$ cat config.mk
export PLATFORM = sky130hd
export DESIGN_NAME = seg_xlate_unit
export DESIGN_NICKNAME = d
export VERILOG_FILES = /design/src/rtl/seg_xlate_pkg.sv /design/src/rtl/seg_rule_check.sv /design/src/rtl/seg_desc_cache.sv /design/src/rtl/seg_xlate_unit.sv
export SDC_FILE = /design/constraint.sdc
export NUM_CORES = 1
export LEC_CHECK = 0
export BUFFER_PORTS_ARGS = -buffer_cell sky130_fd_sc_hd__buf_2
export CORE_MARGIN = 5
export CORE_UTILIZATION = 30
export CTS_CLUSTER_DIAMETER = 100
export DETAILED_ROUTE_END_ITERATION = 8
export HOLD_SLACK_MARGIN = 0.12
export SYNTH_ARGS = -nofsm -noshare
export SYNTH_HDL_FRONTEND = slang
export SYNTH_HIERARCHICAL = 1
export SYNTH_SLANG_ARGS = --single-unit
$ cat constraint.sdc
create_clock -name clk -period 4.8 [get_ports clk]
set_input_delay 0.48 -clock clk [delete_from_list [all_inputs] [get_ports clk]]
set_output_delay 0.48 -clock clk [all_outputs]
set_load 0.02 [all_outputs]
$ cat src/rtl/seg_xlate_pkg.sv
// Shared codes for the segment translation unit.
// Assumes: fault and access codes are visible at the ports as plain vectors.
package seg_xlate_pkg;
    typedef enum logic [1:0] {
        ACC_READ  = 2'd0,
        ACC_WRITE = 2'd1,
        ACC_FETCH = 2'd2,
        ACC_RSVD  = 2'd3
    } acc_e;

    typedef enum logic [2:0] {
        FLT_NONE    = 3'd0,
        FLT_RANGE   = 3'd1,
        FLT_INVALID = 3'd2,
        FLT_LIMIT   = 3'd3,
        FLT_PRIV    = 3'd4
    } fault_e;

    // Low bits of the limit word that carry flags rather than length.
    localparam int unsigned FLAG_BITS = 4;
    localparam int unsigned VALID_BIT = 3;
endpackage

$ cat src/rtl/seg_rule_check.sv
// Purely combinational descriptor checks: valid flag, length, permission,
// in that priority, and the base + offset sum for a passing access.
// Assumes: limit word layout {length, valid, fetch, write, read}.
module seg_rule_check
    import seg_xlate_pkg::*;
#(
    parameter int unsigned WORD_W = 32,
    localparam int unsigned OFS_W = WORD_W - FLAG_BITS
) (
    input  logic [WORD_W-1:0] base_word,
    input  logic [WORD_W-1:0] lim_word,
    input  logic [OFS_W-1:0]  ofs,
    input  logic [1:0]        acc,
    output logic [2:0]        fault,
    output logic [WORD_W-1:0] paddr
);
    logic [OFS_W-1:0] seg_len;
    logic             perm_ok;

    assign seg_len = lim_word[WORD_W-1:FLAG_BITS];

    // Select the permission bit that matches the access kind.
    always_comb begin
        unique case (acc)
            ACC_READ:  perm_ok = lim_word[0];
            ACC_WRITE: perm_ok = lim_word[1];
            ACC_FETCH: perm_ok = lim_word[2];
            default:   perm_ok = 1'b0;
        endcase
    end

    // Prioritised fault selection and address formation.
    always_comb begin
        paddr = '0;
        if (!lim_word[VALID_BIT]) begin
            fault = FLT_INVALID;
        end else if (ofs >= seg_len) begin
            fault = FLT_LIMIT;
        end else if (!perm_ok) begin
            fault = FLT_PRIV;
        end else begin
            fault = FLT_NONE;
            paddr = base_word + {{FLAG_BITS{1'b0}}, ofs};
        end
    end
endmodule

$ cat src/rtl/seg_desc_cache.sv
// Single-entry store for the most recently fetched descriptor and its
// segment number. Base and limit words fill on separate cycles; the entry
// becomes valid with the limit word. A flush wins over a fill.
module seg_desc_cache #(
    parameter int unsigned WORD_W = 32,
    parameter int unsigned SEG_W  = 8
) (
    input  logic              clk,
    input  logic              rst_n,
    input  logic              flush,
    input  logic              fill_base_en,
    input  logic              fill_lim_en,
    input  logic [WORD_W-1:0] fill_data,
    input  logic [SEG_W-1:0]  fill_seg,
    input  logic [SEG_W-1:0]  lookup_seg,
    output logic              hit,
    output logic              entry_vld,
    output logic [WORD_W-1:0] base_q,
    output logic [WORD_W-1:0] lim_q
);
    logic [SEG_W-1:0] seg_tag;

    // Hold descriptor words, tag and valid flag.
    always_ff @(posedge clk) begin
        if (!rst_n) begin
            entry_vld <= 1'b0;
            seg_tag   <= '0;
            base_q    <= '0;
            lim_q     <= '0;
        end else begin
            if (fill_base_en) base_q <= fill_data;
            if (fill_lim_en) begin
                lim_q   <= fill_data;
                seg_tag <= fill_seg;
            end
            if (flush)            entry_vld <= 1'b0;
            else if (fill_lim_en) entry_vld <= 1'b1;
        end
    end

    assign hit = entry_vld && (seg_tag == lookup_seg);
endmodule

$ cat src/rtl/seg_xlate_unit.sv
// Segment translation top: configuration registers, request sequencer,
// descriptor fetch over a one-cycle-latency read port and result register.
// Assumes: configuration is written only while req_ready is high and no
// request is being presented; memory data follows a read strobe by one cycle.
module seg_xlate_unit
    import seg_xlate_pkg::*;
#(
    parameter int unsigned SEG_W  = 8,
    parameter int unsigned WORD_W = 32,
    localparam int unsigned OFS_W = WORD_W - FLAG_BITS,
    localparam int unsigned DESC_SHIFT = 3
) (
    input  logic              clk,
    input  logic              rst_n,
    input  logic              cfg_base_we,
    input  logic [WORD_W-1:0] cfg_base_wdata,
    input  logic              cfg_len_we,
    input  logic [SEG_W:0]    cfg_len_wdata,
    input  logic              req_valid,
    output logic              req_ready,
    input  logic [SEG_W-1:0]  req_seg,
    input  logic [OFS_W-1:0]  req_ofs,
    input  logic [1:0]        req_acc,
    output logic              mem_rd_en,
    output logic [WORD_W-1:0] mem_rd_addr,
    input  logic [WORD_W-1:0] mem_rd_data,
    output logic              res_valid,
    output logic [2:0]        res_fault,
    output logic [WORD_W-1:0] res_paddr
);
    typedef enum logic [2:0] {S_IDLE, S_LOOK, S_BASE, S_LIM, S_EVAL} st_e;

    st_e               state;
    logic [WORD_W-1:0] tbl_base_q;
    logic [SEG_W:0]    tbl_len_q;
    logic [SEG_W-1:0]  seg_q;
    logic [OFS_W-1:0]  ofs_q;
    logic [1:0]        acc_q;
    logic              in_range, hit, cache_vld;
    logic [WORD_W-1:0] desc_addr, c_base, c_lim, chk_paddr;
    logic [2:0]        chk_fault;

    // Configuration registers.
    always_ff @(posedge clk) begin
        if (!rst_n) begin
            tbl_base_q <= '0;
            tbl_len_q  <= '0;
        end else begin
            if (cfg_base_we) tbl_base_q <= cfg_base_wdata;
            if (cfg_len_we)  tbl_len_q  <= cfg_len_wdata;
        end
    end

    assign req_ready = (state == S_IDLE);
    assign in_range  = ({1'b0, seg_q} < tbl_len_q);
    assign desc_addr = tbl_base_q + (WORD_W'(seg_q) << DESC_SHIFT);
    assign mem_rd_en = ((state == S_LOOK) && in_range && !hit) || (state == S_BASE);
    assign mem_rd_addr = (state == S_BASE) ? desc_addr + WORD_W'(4) : desc_addr;

    seg_desc_cache #(.WORD_W(WORD_W), .SEG_W(SEG_W)) u_cache (
        .clk          (clk),
        .rst_n        (rst_n),
        .flush        (cfg_base_we || cfg_len_we),
        .fill_base_en (state == S_BASE),
        .fill_lim_en  (state == S_LIM),
        .fill_data    (mem_rd_data),
        .fill_seg     (seg_q),
        .lookup_seg   (seg_q),
        .hit          (hit),
        .entry_vld    (cache_vld),
        .base_q       (c_base),
        .lim_q        (c_lim)
    );

    seg_rule_check #(.WORD_W(WORD_W)) u_check (
        .base_word (c_base),
        .lim_word  (c_lim),
        .ofs       (ofs_q),
        .acc       (acc_q),
        .fault     (chk_fault),
        .paddr     (chk_paddr)
    );

    // Request sequencing and request capture.
    always_ff @(posedge clk) begin
        if (!rst_n) begin
            state <= S_IDLE;
            seg_q <= '0;
            ofs_q <= '0;
            acc_q <= '0;
        end else begin
            unique case (state)
                S_IDLE: if (req_valid) begin
                    seg_q <= req_seg;
                    ofs_q <= req_ofs;
                    acc_q <= req_acc;
                    state <= S_LOOK;
                end
                S_LOOK:  state <= (in_range && !hit) ? S_BASE : S_IDLE;
                S_BASE:  state <= S_LIM;
                S_LIM:   state <= S_EVAL;
                default: state <= S_IDLE;
            endcase
        end
    end

    // Result register: one-cycle strobe with fault code and address.
    always_ff @(posedge clk) begin
        if (!rst_n) begin
            res_valid <= 1'b0;
            res_fault <= FLT_NONE;
            res_paddr <= '0;
        end else begin
            res_valid <= 1'b0;
            if (state == S_LOOK && !in_range) begin
                res_valid <= 1'b1;
                res_fault <= FLT_RANGE;
                res_paddr <= '0;
            end else if ((state == S_LOOK && hit) || state == S_EVAL) begin
                res_valid <= 1'b1;
                res_fault <= chk_fault;
                res_paddr <= chk_paddr;
            end
        end
    end
endmodule

Word level (Yosys, flattened, before mapping)
Index checks and enable logic that the tools add are counted.
Operators by class
  order comparisons: 2
  $add $sub $neg: 3
  reduce and logical (&&, ||, !) cells: 17
  multiplexer cells: 15
  bitwise logic cells: 1
  equality and inequality tests: 8
Operators by type and width (count)
  32-bit two-way mux: 4
  32-bit by 11-bit adder with 32-bit output: 1
  32-bit by 28-bit adder with 32-bit output: 1
  32-bit by 3-bit adder with 32-bit output (second input constant): 1
  28-bit greater-or-equal comparator: 1
  3-bit two-way mux: 4
  3-bit case mux with 4 select lines: 1
  8-bit by 9-bit < comparator with 1-bit output: 1
  8-bit equality test: 1
  3-bit by 2-bit equality test with 1-bit output (second input constant): 2
  1-bit logical AND: 6
  1-bit two-way mux: 4
  2-bit OR reduction: 2
  3-bit by 1-bit equality test with 1-bit output (second input constant): 1
  3-bit equality test (second input constant): 1
  3-bit zero test: 1
  1-bit logical OR: 3
  1-bit case mux with 3 select lines: 1
  2-bit by 1-bit equality test with 1-bit output (second input constant): 1
  2-bit equality test (second input constant): 1
  1-bit zero test: 2
  2-bit zero test: 1
  2-bit two-way mux: 1
  2-bit != test (second input constant): 1
  3 further kinds: 3
Storage, ports and cells
  register bits after elaboration: 191
  input bits: 116
  logic and storage cells: 60
  output and inout bits: 70

Longest topological paths before layout
Gate-level depths: netlist of the first run.
  word-level depth: 7
  gate-level depth with buffers: 13

Modules after synthesis
Netlist of the first run, hierarchy kept.
By module, submodules not included
  seg_xlate_unit: times used 1, area each 6427.4 um2, cells each 732
  seg_desc_cache: times used 1, area each 2920.3 um2, cells each 248
  seg_rule_check: times used 1, area each 2522.4 um2, cells each 366

Worst setup path after synthesis of the first run
No wires, ideal clock.
  kind: register to output
  start point: register seg_q[0]
  end point: output mem_rd_addr[31]
  path buffers: 0
  required time: 4.320 ns
  slack: 0.822 ns
  stages on the path, launching flop included: 12
  arrival time: 3.498 ns
  cell sequence: dfxtp_1 ha_1 fa_1 a211o_1 or4_4 o41ai_4 o211ai_4 or4_4 a21o_4 nor4b_4 nand4_1 xnor2_1
On the way
  longest elaborated chain between the ends: 3
Ends and longest elaborated chain
  start: declaration: RTL line seg_xlate_unit.sv:36  | logic [SEG_W-1:0] seg_q;
  start signal: assignment: RTL line seg_xlate_unit.sv:94  | seg_q <= req_seg;
  32-bit by 11-bit adder with 32-bit output (*): RTL line seg_xlate_unit.sv:56  | assign desc_addr = tbl_base_q + (WORD_W'(seg_q) << DESC_SHIFT);
  32-bit by 3-bit adder with 32-bit output: RTL line seg_xlate_unit.sv:58  | assign mem_rd_addr = (state == S_BASE) ? desc_addr + WORD_W'(4) : desc_addr;
  32-bit two-way mux (*): RTL line seg_xlate_unit.sv:58
  end: declaration: RTL line seg_xlate_unit.sv:25  | output logic [WORD_W-1:0] mem_rd_addr,
Every way passes the cells marked *; elsewhere a longest branch is shown, timed or not.

Worst setup path after layout of the first run
Same ends and word-level chain as after synthesis.

==> impl_metrics.toml, run 1 <==
[outcome]
outcome = "completed"

[synthesis]
ys_seq_area_share_pct = 32.2
ys_warn_count = 6
synth_area_um2 = 11900
async_flop_share_pct = 0
syn-mean-instance-area_um2 = 8.82
synth.net_count = 1536
postSynthCellCount = 1346
ys.flop_type = "dfxtp_1"
synth-edff-count = 0
synth.distinct_cells = 88
synth_seq_cells = 191

[cells_and_area]
areaGrowthSynthToFinish_pct = 16.0
num-fill-cells = 4067
fin_area_um2 = 13800
layout-drive-gt1-share_pct = 18.4
mostFrequentLayoutCells = "191 x dfxtp_1, 184 x buf_2, 151 x mux2i_1, 135 x nand2_1, 117 x nor2b_1"
finalNonFillerCells = 2028
final_common_cell = "dfxtp_1"
final_nets = 1686

[worst_hold_path]
min_path_type = "in -> reg"

[clock_tree]
cts_buffers = 17
clock_sinks = 191
clkSlewWorstSetupHoldPaths_ns = 0.08
clock_path_buffers = 2
htree_levels = 4
clockRootBuffer = "clkbuf_16"
cts_tree = "built"
clk_latency_ns = 0.46

[power]
internal_power_uw = 2620
ir_drop_uv = 232
swShare_pct = 31.6
power.net_switching_uw = 1210
clkPwrFrac_pct = 38.5
p_seq_share_pct = 44.6
p_total_uw = 3830
powerDensity_nw_per_um2 = 278
p_leak_uw = 0.00536
pwr-share-comb_pct = 16.9

[grt]
grt_pass1_wl_um = 53900
grt_pass1_vias = 9720
grt_max_degree = 110
grt_overflow_total = 0
gr-usage-all-layers_pct = 15.2
antenna_found_initial = 4

[critical_path]
startpoint_type = "flop"
worst_path_largest_cell_delay_ns = 0.57
path_cells = "ha_1 -> fa_2 -> a211o_1 -> or4_4 -> o41ai_4 -> o211ai_4 -> or4_4 -> a21o_4 -> nor4b_4 -> nand4_1 -> xnor2_2 -> buf_2"
critPathArrivalTime_ns = 4.13
crit_type = "reg -> out"
path_common_cell = "or4_4"
slowest_stage = "or4_4"
end_kind = "output port"
path_max_fanout = 5
cp.required_ns = 4.32

[floorplanning]
dieHeight_um = 209
die_x_um = 209
initial_core_util_pct = 30.5
rows = 72
io_pins = 186
coreArea_um2 = 38900
die_area_um2 = 43600

[route]
firstDrtPassIters = 6
num_vias = 9858
ant_nets = 0
initialDrtViolationCount = 476
avgViaCountPerCell = 4.86
drc = 0
drt-total-wl_um = 33900
wl_per_cell_um = 16.7

[sta]
timing.fmax_mhz = 217
hold_violations = 0
rsz0062_at_grt = "false"
fin_crit_sh_pct = 96.1
slew_viol_final = 0
tns_ns = 0
relSlewSlack_pct = 31.8
finalSetupViolations = 0
timing.final.crit_period_ns = 4.61
worst_pin_slew_ns = 1.02
fin_ws_ns = 0.189
clock_skew_ns = 0.0106

[place]
place_ws_ns = 0.461
hpwl_um = 26100
io_buffers = 185
gp_congestion = 0.884
placed_cell_area_um2 = 13100
dpl.cell_count = 1993

[flow_run]
maxCapViolations = 0
[sequential cells by signal, summed over array words and instances (netlist names), 3 cells and up]
name	count
tbl_base_q	32
res_fault	3
u_cache/lim_q	32
res_paddr	32
u_cache/base_q	32
ofs_q	28
tbl_len_q	9
u_cache/seg_tag	8
seg_q	8
state	3
[cell families after synthesis]
group | Yosys count | synth area share (%)
muxes | 153 | 12.9
buffers and inverters | 121 | 5.34
adders and majority gates | 74 | 7.93
xor gates and xnor gates | 75 | 5.53
AOI/OAI and AO/OA | 244 | 15.0
DFF | 191 | 32.2
and+or+nand+nor | 488 | 21.0
[cell type report]
type | instances | area, um2 | share of cell area (%)
diodes | 1 | 2.50 | 0.0182
clock buffers | 17 | 425 | 3.09
flip-flops and latches | 191 | 3820 | 27.8
clock inverters | 15 | 194 | 1.41
multi-input cells | 1034 | 7460 | 54.1
repair buffers | 196 | 1010 | 7.34
well taps | 518 | 648 | 4.71
inverters | 56 | 210 | 1.53
[cells in the mapped netlist (13+ instances only)]
cell type | instances | share of area, %
mux2i_1 | 151 | 13
ha_1 | 72 | 7.6
dfxtp_1 | 191 | 32
xor2_1 | 27 | 2.0
nand4_1 | 19 | 1.0
clkbuf_1 | 39 | 1.2
nor2b_1 | 117 | 6.2
nand2_1 | 135 | 4.3
inv_1 | 56 | 1.8
nor3_1 | 20 | 0.84
a21oi_1 | 56 | 2.4
nor2_1 | 104 | 3.3
nand3_1 | 24 | 1.0
a21boi_0 | 42 | 2.7
xnor2_1 | 48 | 3.5
o211ai_1 | 13 | 0.82
o21ai_0 | 35 | 1.5
a21o_1 | 16 | 1.0
[through the flow]
| stage | util, % | hold slack [ns] |
|---|---|---|
| global placement | 33.7 | 0.471 |
| detailed placement | 33.7 | 0.476 |
| CTS | 35.3 | 0.238 |
| finish | 35.4 | 0.266 |
| floorplan | - | 0.457 |
| global route | 35.4 | 0.252 |
[power groups by stage]
stage	combinational [uW]	sequential, uW	clock, uW
5_1_grt	720	1720	1590
2_1_floorplan	468	1720	0
3_3_place_gp	643	1750	0
3_5_place_dp	650	1750	0
6_report	649	1710	1470
4_1_cts	655	1710	1530
[critical path: cells and delay by family (launching register included)]
kind | cells | cell delay, ns
compound gates | 4 | 0.79
simple gates | 4 | 1.46
buf+inv | 1 | 0.20
fa+ha+maj | 2 | 0.65
xor+xnor | 1 | 0.20
flops | 1 | 0.36
[routing by layer]
metal	global-route usage, %	vias up	wire, um
met5	0	-	27
met3	2.76	35	1210
met4	3.96	4	410
met2	24.6	205	15700
met1	21.1	4639	16600
li1	-	4975	-
[worst paths after layout]
kind                      from              end  slack, ns  cells past startpoint
max                   seg_q[0]  mem_rd_addr[31]       0.19                     12
min                 req_ofs[9]         ofs_q[9]       0.27                      3
max reg2reg  u_cache/lim_q[21]    res_paddr[25]       1.54                     12
min reg2reg      res_paddr[14]    res_paddr[14]       0.49                      2
[what timing repair did]
action	4_1_cts	5_1_grt
setup buffers	1	1
setup endpoints to repair	1	8
hold buffers	0	0
resized for setup	2	4
pin swaps	1	1
No activity file was read; power rests on OpenSTA's default activity.
==> run 2: changes to the inputs <==
CELL_PAD_IN_SITES_DETAIL_PLACEMENT = 2   (was default)
CELL_PAD_IN_SITES_GLOBAL_PLACEMENT = 2   (was default)
PLACE_DENSITY_LB_ADDON = 0.1   (was default)
==> run 2 against run 1 <==
Clock skew is 0.0026 ns lower. Sequential power is essentially flat. Power decreased by 0.73%. First-iteration DRC count shrank 32%. Combinational power grew 3.9%.
==> impl_metrics.toml, run 2 (synthesis results as in run 1) <==
[outcome]
outcome = "completed"

[critical_path]
cp.required_ns = 4.32
r2r_cells = 12
crit_type = "reg -> out"
path_max_fanout = 7
r2r_setup_slack_ns = 1.55
startpoint_type = "flop"
r2r_end = "res_paddr[30]"
r2r_start = "ofs_q[0]"
end_kind = "output port"
critPathArrivalTime_ns = 4.12

[cells_and_area]
fin_area_um2 = 13700
antennaDiodeCount = 0
layout-drive-gt1-share_pct = 18.4
num-fill-cells = 4501
finalNonFillerCells = 2027
mostFrequentLayoutCells = "191 x dfxtp_1, 184 x buf_2, 151 x mux2i_1, 135 x nand2_1, 117 x nor2b_1"
final_nets = 1686
areaGrowthSynthToFinish_pct = 15.5
final_common_cell = "dfxtp_1"

[sta]
finalSetupViolations = 0
relSlewSlack_pct = 24.4
timing.fmax_mhz = 217
slew_viol_final = 0
fin_ws_ns = 0.197
fin_crit_sh_pct = 95.9
rsz0062_at_grt = "false"
worst_pin_slew_ns = 1.13
timing.final.crit_period_ns = 4.60
clock_skew_ns = 0.00801
tns_ns = 0
hold_violations = 0

[power]
p_total_uw = 3800
ir_drop_uv = 241
powerDensity_nw_per_um2 = 277
p_leak_uw = 0.00534

[floorplanning]
die_area_um2 = 43600
io_pins = 186
initial_core_util_pct = 30.5
die_x_um = 209
rows = 72
dieHeight_um = 209
coreArea_um2 = 38900

[grt]
use_met3_pct = 2.68
gr-max-usage-layer = "met2"
grtUsageMet2_pct = 29.3
grt_overflow_total = 0
grt_pass1_vias = 11023
antenna_found_initial = 2
use_met1_pct = 25.0
grt_max_degree = 110
grt_pass1_wl_um = 63000
gr-usage-all-layers_pct = 17.9

[clock_tree]
cts_tree = "built"
clock_sinks = 191
clock_path_buffers = 2
htree_levels = 4
cts_buffers = 17
clk_latency_ns = 0.46
clkSlewWorstSetupHoldPaths_ns = 0.07
clockRootBuffer = "clkbuf_16"

[worst_hold_path]
hp-start = "req_ofs[4]"
hold_depth = 3
hold_path_end = "ofs_q[4]"
min_path_type = "in -> reg"

[route]
num_vias = 10016
ant_nets = 0
wl_per_cell_um = 19.4
drc = 0
firstDrtPassIters = 4
drt-total-wl_um = 39300
avgViaCountPerCell = 4.94
initialDrtViolationCount = 322

[place]
gp_congestion = 0.814
place_ws_ns = 0.461
io_buffers = 185
placed_cell_area_um2 = 13100
dpl.cell_count = 1993
hpwl_um = 30300

[flow_run]
maxCapViolations = 0
-- run 2: cell count changes in the layout (fill, tap and decap cells not counted), sizes merged --
| cell | delta |
|---|---|
| diode | -1 |
| clkinv | -1 |
| clkbuf | +2 |
| inv | -2 |
| bufinv | +1 |
-- run 2: metrics by stage --
step | utilization (%) | hold slack, ns
detailed placement | 33.7 | 0.483
finish | 35.2 | 0.270
CTS | 35.2 | 0.240
global placement | 33.7 | 0.469
floorplan | - | 0.457
global route | 35.2 | 0.254
-- run 2: metal layers --
metal	wire (um)	up-vias
li1	-	4969
met1	19700	4899
met2	18100	119
met3	1010	27
met4	471	2
met5	10	-
-- run 2: worst max-delay path, stage by stage, from the launching register on --
cell      delay [ns]
dfxtp_1         0.36
ha_1            0.25
fa_2            0.41
a211oi_4        0.39
nor2_1          0.18
o41ai_4         0.35
o211ai_4        0.14
or4_4           0.57
a21o_4          0.23
nor4b_4         0.31
nand4_1         0.16
xnor2_1         0.15
buf_2           0.18
-- run 2: worst max path at each step --
stage               startpoint               to  slack [ns]  cells after the start
detailed placement    seg_q[0]  mem_rd_addr[28]        0.46                     12
floorplan             seg_q[0]  mem_rd_addr[31]        0.82                     11
global route          seg_q[0]  mem_rd_addr[31]       0.006                     12
global placement      seg_q[0]  mem_rd_addr[31]        0.59                     12
finish                seg_q[0]  mem_rd_addr[31]        0.20                     12
CTS                   seg_q[0]  mem_rd_addr[31]      0.0001                     12
-- run 2: timing repair --
| item | in CTS | in global routing |
|---|---|---|
| resized for setup | 2 | 5 |
| setup buffers | 0 | 2 |
| setup endpoints to repair | 3 | 9 |
| hold buffers | 0 | 0 |
| pin swaps | 0 | 3 |
-- run 2: final cells by class --
class / instances / area, um2 / area share (%)
clock buffers: 19 / 453 / 3.30
multi-input cells: 1034 / 7450 / 54.3
clock inverters: 13 / 114 / 0.830
inverters: 56 / 210 / 1.53
repair buffers: 196 / 1010 / 7.37
well taps: 518 / 648 / 4.73
flip-flops and latches: 191 / 3820 / 27.9
-- run 2: report_power, final --
part | switching [uW] | internal [uW] | leakage, uW
combinational | 403 | 271 | 0.00351
clock | 674 | 743 | 0.000279
sequential | 69.6 | 1640 | 0.00155
total | 1150 | 2660 | 0.00534
